===== src/rtl/timer_pkg.sv =====
package timer_pkg;

  localparam int TMR_WORD_W = 16;
  localparam int TMR_VEC_W  = 8;

  typedef logic [TMR_WORD_W-1:0] tmr_word_t;

  // true when the next tick ends the countdown (counts 0 and 1 both expire)
  function automatic logic f_is_final(input tmr_word_t rem);
    return (rem == tmr_word_t'(0)) || (rem == tmr_word_t'(1));
  endfunction

  function automatic tmr_word_t f_step_down(input tmr_word_t rem);
    return rem - tmr_word_t'(1);
  endfunction

  function automatic tmr_word_t f_read_mux(input logic hit_ctrl, input logic hit_cnt,
                                           input logic running, input tmr_word_t rem);
    tmr_word_t r;
    r = '0;
    if (hit_ctrl)     r = {{(TMR_WORD_W-1){1'b0}}, running};
    else if (hit_cnt) r = rem;
    return r;
  endfunction

endpackage


===== src/rtl/timer_prescaler.sv =====
module timer_prescaler #(
  parameter int TICK_CYCLES = 8
) (
  input  logic clk,
  input  logic rst_n,
  input  logic restart,
  input  logic enable,
  output logic tick
);

  generate
    if (TICK_CYCLES <= 1) begin : g_direct
      assign tick = enable && !restart;
    end else begin : g_count
      localparam int PW = $clog2(TICK_CYCLES);
      localparam logic [PW-1:0] LAST = PW'(TICK_CYCLES - 1);

      logic [PW-1:0] phase;

      always_ff @(posedge clk) begin
        if (!rst_n)                phase <= '0;
        else if (restart || !enable) phase <= '0;
        else if (phase == LAST)    phase <= '0;
        else                       phase <= phase + 1'b1;
      end

      assign tick = enable && !restart && (phase == LAST);

      // the phase never leaves the interval range
      a_r4_phase_in_range: assert property (@(posedge clk) disable iff (!rst_n)
        phase <= LAST);
      // a restart puts the phase back to the start of an interval
      a_r11_restart_phase: assert property (@(posedge clk) disable iff (!rst_n)
        restart |=> (phase == '0));
    end
  endgenerate

endmodule


===== src/rtl/timer_downcount.sv =====
module timer_downcount
  import timer_pkg::*;
(
  input  logic      clk,
  input  logic      rst_n,
  input  logic      load,
  input  tmr_word_t load_val,
  input  logic      stop,
  input  logic      tick,
  output logic      running,
  output tmr_word_t remaining,
  output logic      expire
);

  logic step_event;

  assign step_event = running && tick && !load && !stop;
  assign expire     = step_event && f_is_final(remaining);

  always_ff @(posedge clk) begin
    if (!rst_n) begin
      running   <= 1'b0;
      remaining <= '0;
    end else if (load) begin
      running   <= 1'b1;
      remaining <= load_val;
    end else if (stop) begin
      running   <= 1'b0;
    end else if (step_event) begin
      if (f_is_final(remaining)) begin
        running   <= 1'b0;
        remaining <= '0;
      end else begin
        remaining <= f_step_down(remaining);
      end
    end
  end

  // a non-final tick lowers the count by exactly one
  a_r4_step_down: assert property (@(posedge clk) disable iff (!rst_n)
    (step_event && !f_is_final(remaining)) |=> (remaining == $past(remaining) - 1'b1));
  // expiry leaves the timer stopped with zero remaining
  a_r5_expire_stops: assert property (@(posedge clk) disable iff (!rst_n)
    expire |=> (!running && remaining == '0));
  // the running flag only drops on a stop write or an expiry
  a_r7_fall_cause: assert property (@(posedge clk) disable iff (!rst_n)
    $fell(running) |-> ($past(stop) || $past(expire)));
  // remaining is frozen while stopped
  a_r7_frozen: assert property (@(posedge clk) disable iff (!rst_n)
    (!running && !load) |=> $stable(remaining));

endmodule


===== src/rtl/timer_irq_hold.sv =====
module timer_irq_hold (
  input  logic clk,
  input  logic rst_n,
  input  logic set,
  input  logic ack,
  output logic irq
);

  always_ff @(posedge clk) begin
    if (!rst_n)   irq <= 1'b0;
    else if (set) irq <= 1'b1;
    else if (ack) irq <= 1'b0;
  end

  // request holds until acknowledged
  a_r8_irq_hold: assert property (@(posedge clk) disable iff (!rst_n)
    (irq && !ack) |=> irq);
  // acknowledge without a new expiry clears the request
  a_r8_ack_clears: assert property (@(posedge clk) disable iff (!rst_n)
    (ack && !set) |=> !irq);
  // the request rises only after an expiry
  a_r5_rise_cause: assert property (@(posedge clk) disable iff (!rst_n)
    $rose(irq) |-> $past(set));

endmodule


===== src/rtl/interval_timer.sv =====
module interval_timer
  import timer_pkg::*;
#(
  parameter longint         CLK_HZ      = 100_000_000,
  parameter int             INTERVAL_MS = 100,
  parameter logic [15:0]    CTRL_ADDR   = 16'hFFF7,
  parameter logic [15:0]    COUNT_ADDR  = 16'hFFF6,
  parameter int             IRQ_VECTOR  = 15
) (
  input  logic        clk,
  input  logic        rst_n,
  input  logic [15:0] bus_addr,
  input  logic        bus_wr,
  input  logic [15:0] bus_wdata,
  output logic [15:0] bus_rdata,
  output logic        irq_req,
  output logic [7:0]  irq_vec,
  input  logic        irq_ack
);

  localparam longint TICK_L      = (CLK_HZ * INTERVAL_MS) / 1000;
  localparam int     TICK_CYCLES = (TICK_L < 1) ? 1 : int'(TICK_L);

  // named bus events
  logic      hit_ctrl, hit_cnt;
  logic      wr_ctrl, wr_cnt;
  logic      start_req, stop_req;
  logic      tick, expire, running;
  tmr_word_t count_set, remaining;

  assign hit_ctrl  = (bus_addr == CTRL_ADDR);
  assign hit_cnt   = (bus_addr == COUNT_ADDR);
  assign wr_ctrl   = bus_wr && hit_ctrl;
  assign wr_cnt    = bus_wr && hit_cnt;
  assign start_req = wr_ctrl && bus_wdata[0];
  assign stop_req  = wr_ctrl && !bus_wdata[0];

  always_ff @(posedge clk) begin
    if (!rst_n)      count_set <= '0;
    else if (wr_cnt) count_set <= bus_wdata;
  end

  timer_prescaler #(.TICK_CYCLES(TICK_CYCLES)) u_prescale (
    .clk     (clk),
    .rst_n   (rst_n),
    .restart (wr_ctrl),
    .enable  (running),
    .tick    (tick)
  );

  timer_downcount u_count (
    .clk       (clk),
    .rst_n     (rst_n),
    .load      (start_req),
    .load_val  (count_set),
    .stop      (stop_req),
    .tick      (tick),
    .running   (running),
    .remaining (remaining),
    .expire    (expire)
  );

  timer_irq_hold u_irq (
    .clk   (clk),
    .rst_n (rst_n),
    .set   (expire),
    .ack   (irq_ack),
    .irq   (irq_req)
  );

  assign bus_rdata = f_read_mux(hit_ctrl, hit_cnt, running, remaining);
  assign irq_vec   = TMR_VEC_W'(IRQ_VECTOR);

  // a start write leaves the timer running with the programmed count
  a_r3_start_loads: assert property (@(posedge clk) disable iff (!rst_n)
    start_req |=> (running && remaining == $past(count_set)));
  // a stop write leaves the timer idle and raises nothing next cycle
  a_r7_stop_quiet: assert property (@(posedge clk) disable iff (!rst_n)
    (stop_req && !irq_req) |=> (!running && !irq_req));
  // a count write alone does not disturb the countdown
  a_r9_count_write_isolated: assert property (@(posedge clk) disable iff (!rst_n)
    (wr_cnt && !tick) |=> $stable(remaining));
  // a read of an unmapped address returns zero
  a_r10_unmapped_zero: assert property (@(posedge clk) disable iff (!rst_n)
    (!hit_ctrl && !hit_cnt) |-> (bus_rdata == '0));

endmodule


===== config.mk =====
export PLATFORM = sky130hd
export DESIGN_NAME = interval_timer
export DESIGN_NICKNAME = d
export VERILOG_FILES = /design/src/rtl/timer_pkg.sv /design/src/rtl/timer_prescaler.sv /design/src/rtl/timer_downcount.sv /design/src/rtl/timer_irq_hold.sv /design/src/rtl/interval_timer.sv
export SDC_FILE = /design/constraint.sdc
export NUM_CORES = 1
export LEC_CHECK = 0
export ABC_AREA = 1
export BUFFER_PORTS_ARGS = -buffer_cell sky130_fd_sc_hd__buf_4
export CORE_UTILIZATION = 53
export CTS_BUF_LIST = sky130_fd_sc_hd__clkbuf_2
export CTS_CLUSTER_DIAMETER = 30
export CTS_CLUSTER_SIZE = 24
export DETAILED_ROUTE_END_ITERATION = 10
export PLACE_DENSITY = 0.79
export REMOVE_ABC_BUFFERS = 1
export SYNTH_ARGS = -nofsm -noshare
export SYNTH_HDL_FRONTEND = slang
export SYNTH_SLANG_ARGS = --single-unit
export TNS_END_PERCENT = 30

===== constraint.sdc =====
create_clock -name clk -period 1.51 [get_ports clk]
set_input_delay 0.151 -clock clk [delete_from_list [all_inputs] [get_ports clk]]
set_output_delay 0.151 -clock clk [all_outputs]
set_load 0.05 [all_outputs]

**After elaboration in Yosys (flattened, before gate mapping)**

Cells that the tools add are included.

- $add $sub $neg: 2
- Eq/ne operators: 5
- Mux-type cells: 12
- Bitwise gates (word level): 1
- Reduce and logical (&&, ||, !) cells: 25

Operator list:

| cell | number |
|---|---|
| 16-bit 2-to-1 mux | 6 |
| 16-bit equality test (second input constant) | 2 |
| 24-bit by 1-bit adder with 24-bit output (second input constant) | 1 |
| 24-bit equality test (second input constant) | 1 |
| 16-bit by 1-bit equality test with 1-bit output (second input constant) | 1 |
| 16-bit zero test | 1 |
| 16-bit by 1-bit subtractor with 16-bit output (second input constant) | 1 |
| 1-bit logical AND | 10 |
| 1-bit 2-to-1 mux | 6 |
| 3-bit nonzero test | 2 |
| 1-bit zero test | 5 |
| 2-bit AND reduction | 2 |
| 2-bit nonzero test | 2 |
| 3-bit OR reduction | 1 |
| 1-bit logical OR | 2 |
| 2-bit by 1-bit inequality test with 1-bit output (second input constant) | 1 |
| 1-bit NOT | 1 |

- Register bits after elaboration: 58
- Input bits: 36
- Word-level logic and storage cells: 50

**Depth between registers and ports, before layout**

- Depth after elaboration: 11
- Mapped depth: 12
- Depth with buffers taken out: 12

**By module**

A second synthesis with hierarchy kept.

- Cells, all modules: 608
- Area, all modules: 3861.2 um^2

By module, submodules not included:

| module | instances | cells each | area an instance (um^2) | seq. area each (um^2) |
|---|---|---|---|---|
| timer_prescaler | 1 | 209 | 1418.9 | 480.5 |
| timer_downcount | 1 | 220 | 1307.5 | 340.3 |
| interval_timer | 1 | 173 | 1091.0 | 320.3 |
| timer_irq_hold | 1 | 6 | 43.8 | 20.0 |

**Worst setup path after synthesis**

Ideal clock, no wire load.

- Path type: in2out
- Start: input port bus_addr[5]
- End: output port bus_rdata[0]
- Arrival: 1719 ps
- Slack: -360 ps
- Stages on the path: 7
- Path buffers: 2
- Cell sequence: nand2_1 -> nor2_2 -> inv_2 -> or3_1 -> buf_2 -> buf_6 -> o21ai_1

- Word-level cells in the longest chain between the ends: 3
- Elaborated cells between the ends (all ways): 4
- Those cells by class: eq/ne: 2; mux: 2

RTL lines:

| element | line | RTL |
|---|---|---|
| start: declaration | interval_timer.sv:12 | `input logic [15:0] bus_addr,` |
| 16-bit equality test | interval_timer.sv:32 | `assign hit_cnt = (bus_addr == COUNT_ADDR);` |
| 16-bit 2-to-1 mux | timer_pkg.sv:22 | `else if (hit_cnt) r = rem;` |
| 16-bit 2-to-1 mux (*) | timer_pkg.sv:21 | `if (hit_ctrl) r = {{(TMR_WORD_W-1){1'b0}}, running};` |
| end: declaration | interval_timer.sv:15 | `output logic [15:0] bus_rdata,` |

Mark *: on every way between the ends. The rest lies on a longest branch, timed or not.

**Worst setup path after layout**

- Start: register u_prescale.g_count.phase[23]
- End: register u_count.remaining[13]

- Word-level cells in the longest chain between the ends: 7

RTL lines:

| element | line | RTL |
|---|---|---|
| start: declaration | timer_prescaler.sv:18 | `logic [PW-1:0] phase;` |
| start signal: assignment | timer_prescaler.sv:24 | `else phase <= phase + 1'b1;` |
| 24-bit equality test | timer_prescaler.sv:27 | `assign tick = enable && !restart && (phase == LAST);` |
| 1-bit logical AND | timer_prescaler.sv:27 |  |
| 1-bit logical AND (3 in series) | timer_downcount.sv:17 | `assign step_event = running && tick && !load && !stop;` |
| 2-bit nonzero test (no line) | -- |  |
| 2-bit AND reduction (no line) | -- |  |
| end signal: assignment | timer_downcount.sv:26 | `remaining <= load_val;` |
| end signal: assignment | timer_downcount.sv:34 | `remaining <= f_step_down(remaining);` |
| end: declaration | timer_downcount.sv:11 | `output tmr_word_t remaining,` |

No other way between the ends.
A chain may end at the register's enable or synchronous reset.

==> flow_summary.json <==
{
  "worst_slack_ns": -0.222,
  "n_fill_cell": 360,
  "chipWidth_um": 83.3,
  "hpwl_um": 6980,
  "pin_count": 61,
  "drv_cap": 0,
  "cp-start-kind": "register",
  "place.gp.congestion": 0.861,
  "finalSetupViolCount": 44,
  "r2r-end": "u_count.remaining[13]$_SDFFE_PN0P_",
  "area_delta_synth_final_pct": 50.8,
  "vias": 4427,
  "leakagePower_nw": 2.39,
  "clock_sinks": 58,
  "fmax_mhz": 578,
  "cts_tree": "built",
  "diodes": 0,
  "avgSynthCellArea_um2": 6.48,
  "initial_utilization": 0.552,
  "hold_end": "u_count.running$_SDFFE_PN0P_",
  "cp.required_ns": 1.95,
  "arrival_ns": 2.17,
  "grt_overflow": 0,
  "pre_cts_ws_ns": -0.207,
  "row_count": 29,
  "hold_depth": 4,
  "r2r_start": "u_prescale.g_count.phase[23]$_SDFF_PP0_",
  "dr.pass1.iters": 6,
  "synth_cells": 541,
  "dp_cells": 716,
  "final_cells": 765,
  "syn-cell-area_um2": 3500,
  "path_class": "register to register",
  "min_from": "bus_wr",
  "min_period_ns": 1.73,
  "final_common_cell": "nand2_1",
  "track_usage": 0.307,
  "critPathMaxFanout": 6,
  "cts.htree.levels": 3,
  "drive_gt1_frac": 0.403,
  "slew_viol_final": 0,
  "port_buffers": 52,
  "ys_warn_count": 0,
  "postRouteAntennaNets": 0,
  "end_kind": "register",
  "grt_antenna_before_repair": 0,
  "ir_drop_uv": 490,
  "final_cell_mix": "nand2_1 (107), buf_4 (95), nor2_1 (86)",
  "vias_per_cell": 5.79,
  "path_clk_slew_ns": 0.21,
  "die_area_um2": 6940,
  "synthDistinctLibCells": 38,
  "post-route-period-util": 1.15,
  "hold_violations": 0,
  "final_nets": 723,
  "status": "finished, violations left",
  "rsz0062_at_grt": "yes",
  "fin_setup_tns_ns": -3.45,
  "grt_pass1_vias": 3945,
  "hp-class": "input port to register",
  "violations": "setup timing",
  "hold_slack_ns": 0.146,
  "ys_ff_latch": 58,
  "power_density_nw_per_um2": 527,
  "root_buffer": "clkbuf_2",
  "grt_start_max_net_pins": 24,
  "wirelength_um": 12900,
  "wl_per_cell_um": 16.9,
  "finish.utilization": 0.832,
  "reg2reg_depth": 11,
  "skew_ns": 0.0332,
  "clk_latency_ns": 0.52,
  "numCtsBuffers": 9,
  "grt_pass1_wl_um": 17400,
  "core_area_um2": 6350,
  "seq_area_frac_synth": 0.331,
  "drt_iter0_markers": 416,
  "rrSetupSlack_ns": -0.22,
  "die_y_um": 83.3,
  "drc": 0,
  "cts_buffer_depth": 2
}
repair_timing:
| action | CTS | global route |
|---|---|---|
| hold buffers | 25 | 0 |
| resized for setup | 55 | 110 |
| endpoints found under the hold margin | 21 | 0 |
| cloned | 1 | 0 |
| pin swaps | 19 | 33 |
| buffers inserted | 3 | 4 |
| setup endpoints to repair | 45 | 55 |
layout make-up:
type / count / area, µm² / area share
Clock buffer: 9 / 45.0 / 0.00852
Multi-Input combinational cell: 409 / 2380 / 0.450
Inverter: 59 / 224 / 0.0424
Sequential cell: 58 / 1200 / 0.227
Clock inverter: 7 / 68.8 / 0.0130
Timing Repair Buffer: 146 / 1270 / 0.241
Tap cell: 77 / 96.3 / 0.0182
report_power, final:
| part | switching (mW) | total, mW | internal (mW) |
|---|---|---|---|
| logic | 0.117 | 0.216 | 0.0996 |
| clock network | 0.664 | 1.04 | 0.378 |
| registers | 0.00000590 | 1.53 | 1.53 |
| total | 0.781 | 2.79 | 2.01 |
state kept, by name, indices dropped and copies added, names as in the netlist:
register                  count
u_count.remaining            16
u_prescale.g_count.phase     24
u_irq.irq                     1
u_count.running               1
count_set                    16
worst max-delay path: stages (launching register included):
cell and delay (ns):
dfxtp_2 0.39, nand2_1 0.10, inv_1 0.07, nand2_1 0.05, nor2_1 0.14, nand2_1 0.13
nor2_4 0.14, nand3_4 0.13, nand2_2 0.18, nand2_1 0.09, nor2_1 0.16, nor2_1 0.08
synthesized netlist by cell type (all sizes together):
cell / count / area (µm²)
a21oi: 21 / 105
and2: 1 / 6.26
and3: 1 / 6.26
buf: 18 / 143
clkbuf: 4 / 15.0
clkinv: 1 / 3.75
conb: 2 / 7.51
dfxtp: 58 / 1160
ha: 4 / 50.1
inv: 58 / 218
nand2: 129 / 497
nand3: 31 / 178
nand3b: 1 / 7.51
nand4: 7 / 43.8
nor2: 118 / 473
nor3: 30 / 215
nor3b: 1 / 7.51
nor4: 2 / 27.5
o21a: 1 / 7.51
o21ai: 31 / 155
o22ai: 1 / 6.26
or2: 4 / 25.0
or3: 1 / 6.26
xnor2: 2 / 17.5
xor2: 14 / 123
stage by stage:
step,total power [mW],area [µm²]
after detailed placement,1.73,4350
after CTS,2.75,4900
after floorplan,1.63,3370
final,2.79,5290
after global routing,2.86,5290
after global placement,1.72,4350
metal layers:
layer | routed length, µm | vias up | share of wire | global-route usage
met5 | 0 | - | 0 | 0
met4 | 540 | 0 | 0.042 | 0.147
met3 | 961 | 74 | 0.074 | 0.0437
met2 | 6790 | 288 | 0.53 | 0.565
met1 | 4620 | 2087 | 0.36 | 0.346
li1 | - | 1978 | - | -
kinds of logic after synthesis:
group | Yosys count | synth area share
simple gates | 326 | 0.426
buf+inv | 81 | 0.108
flops | 58 | 0.331
compound gates | 54 | 0.0782
xor+xnor | 16 | 0.0400
fa+ha+maj | 4 | 0.0143
other cells | 2 | 0.00214
how the worst max path moves through the flow:
stage                                                  from                            endpoint  cells after the start
floorplan                                       bus_addr[5]                        bus_rdata[0]                      5
global placement     u_prescale.g_count.phase[0]$_SDFF_PP0_   u_count.remaining[3]$_SDFFE_PN0P_                     10
detailed placement   u_prescale.g_count.phase[0]$_SDFF_PP0_   u_count.remaining[3]$_SDFFE_PN0P_                     10
CTS                       u_count.remaining[0]$_SDFFE_PN0P_                        bus_rdata[0]                      4
global route              u_count.remaining[0]$_SDFFE_PN0P_  u_count.remaining[13]$_SDFFE_PN0P_                      9
finish              u_prescale.g_count.phase[23]$_SDFF_PP0_  u_count.remaining[13]$_SDFFE_PN0P_                     11
(Power assumes the default switching activity.)
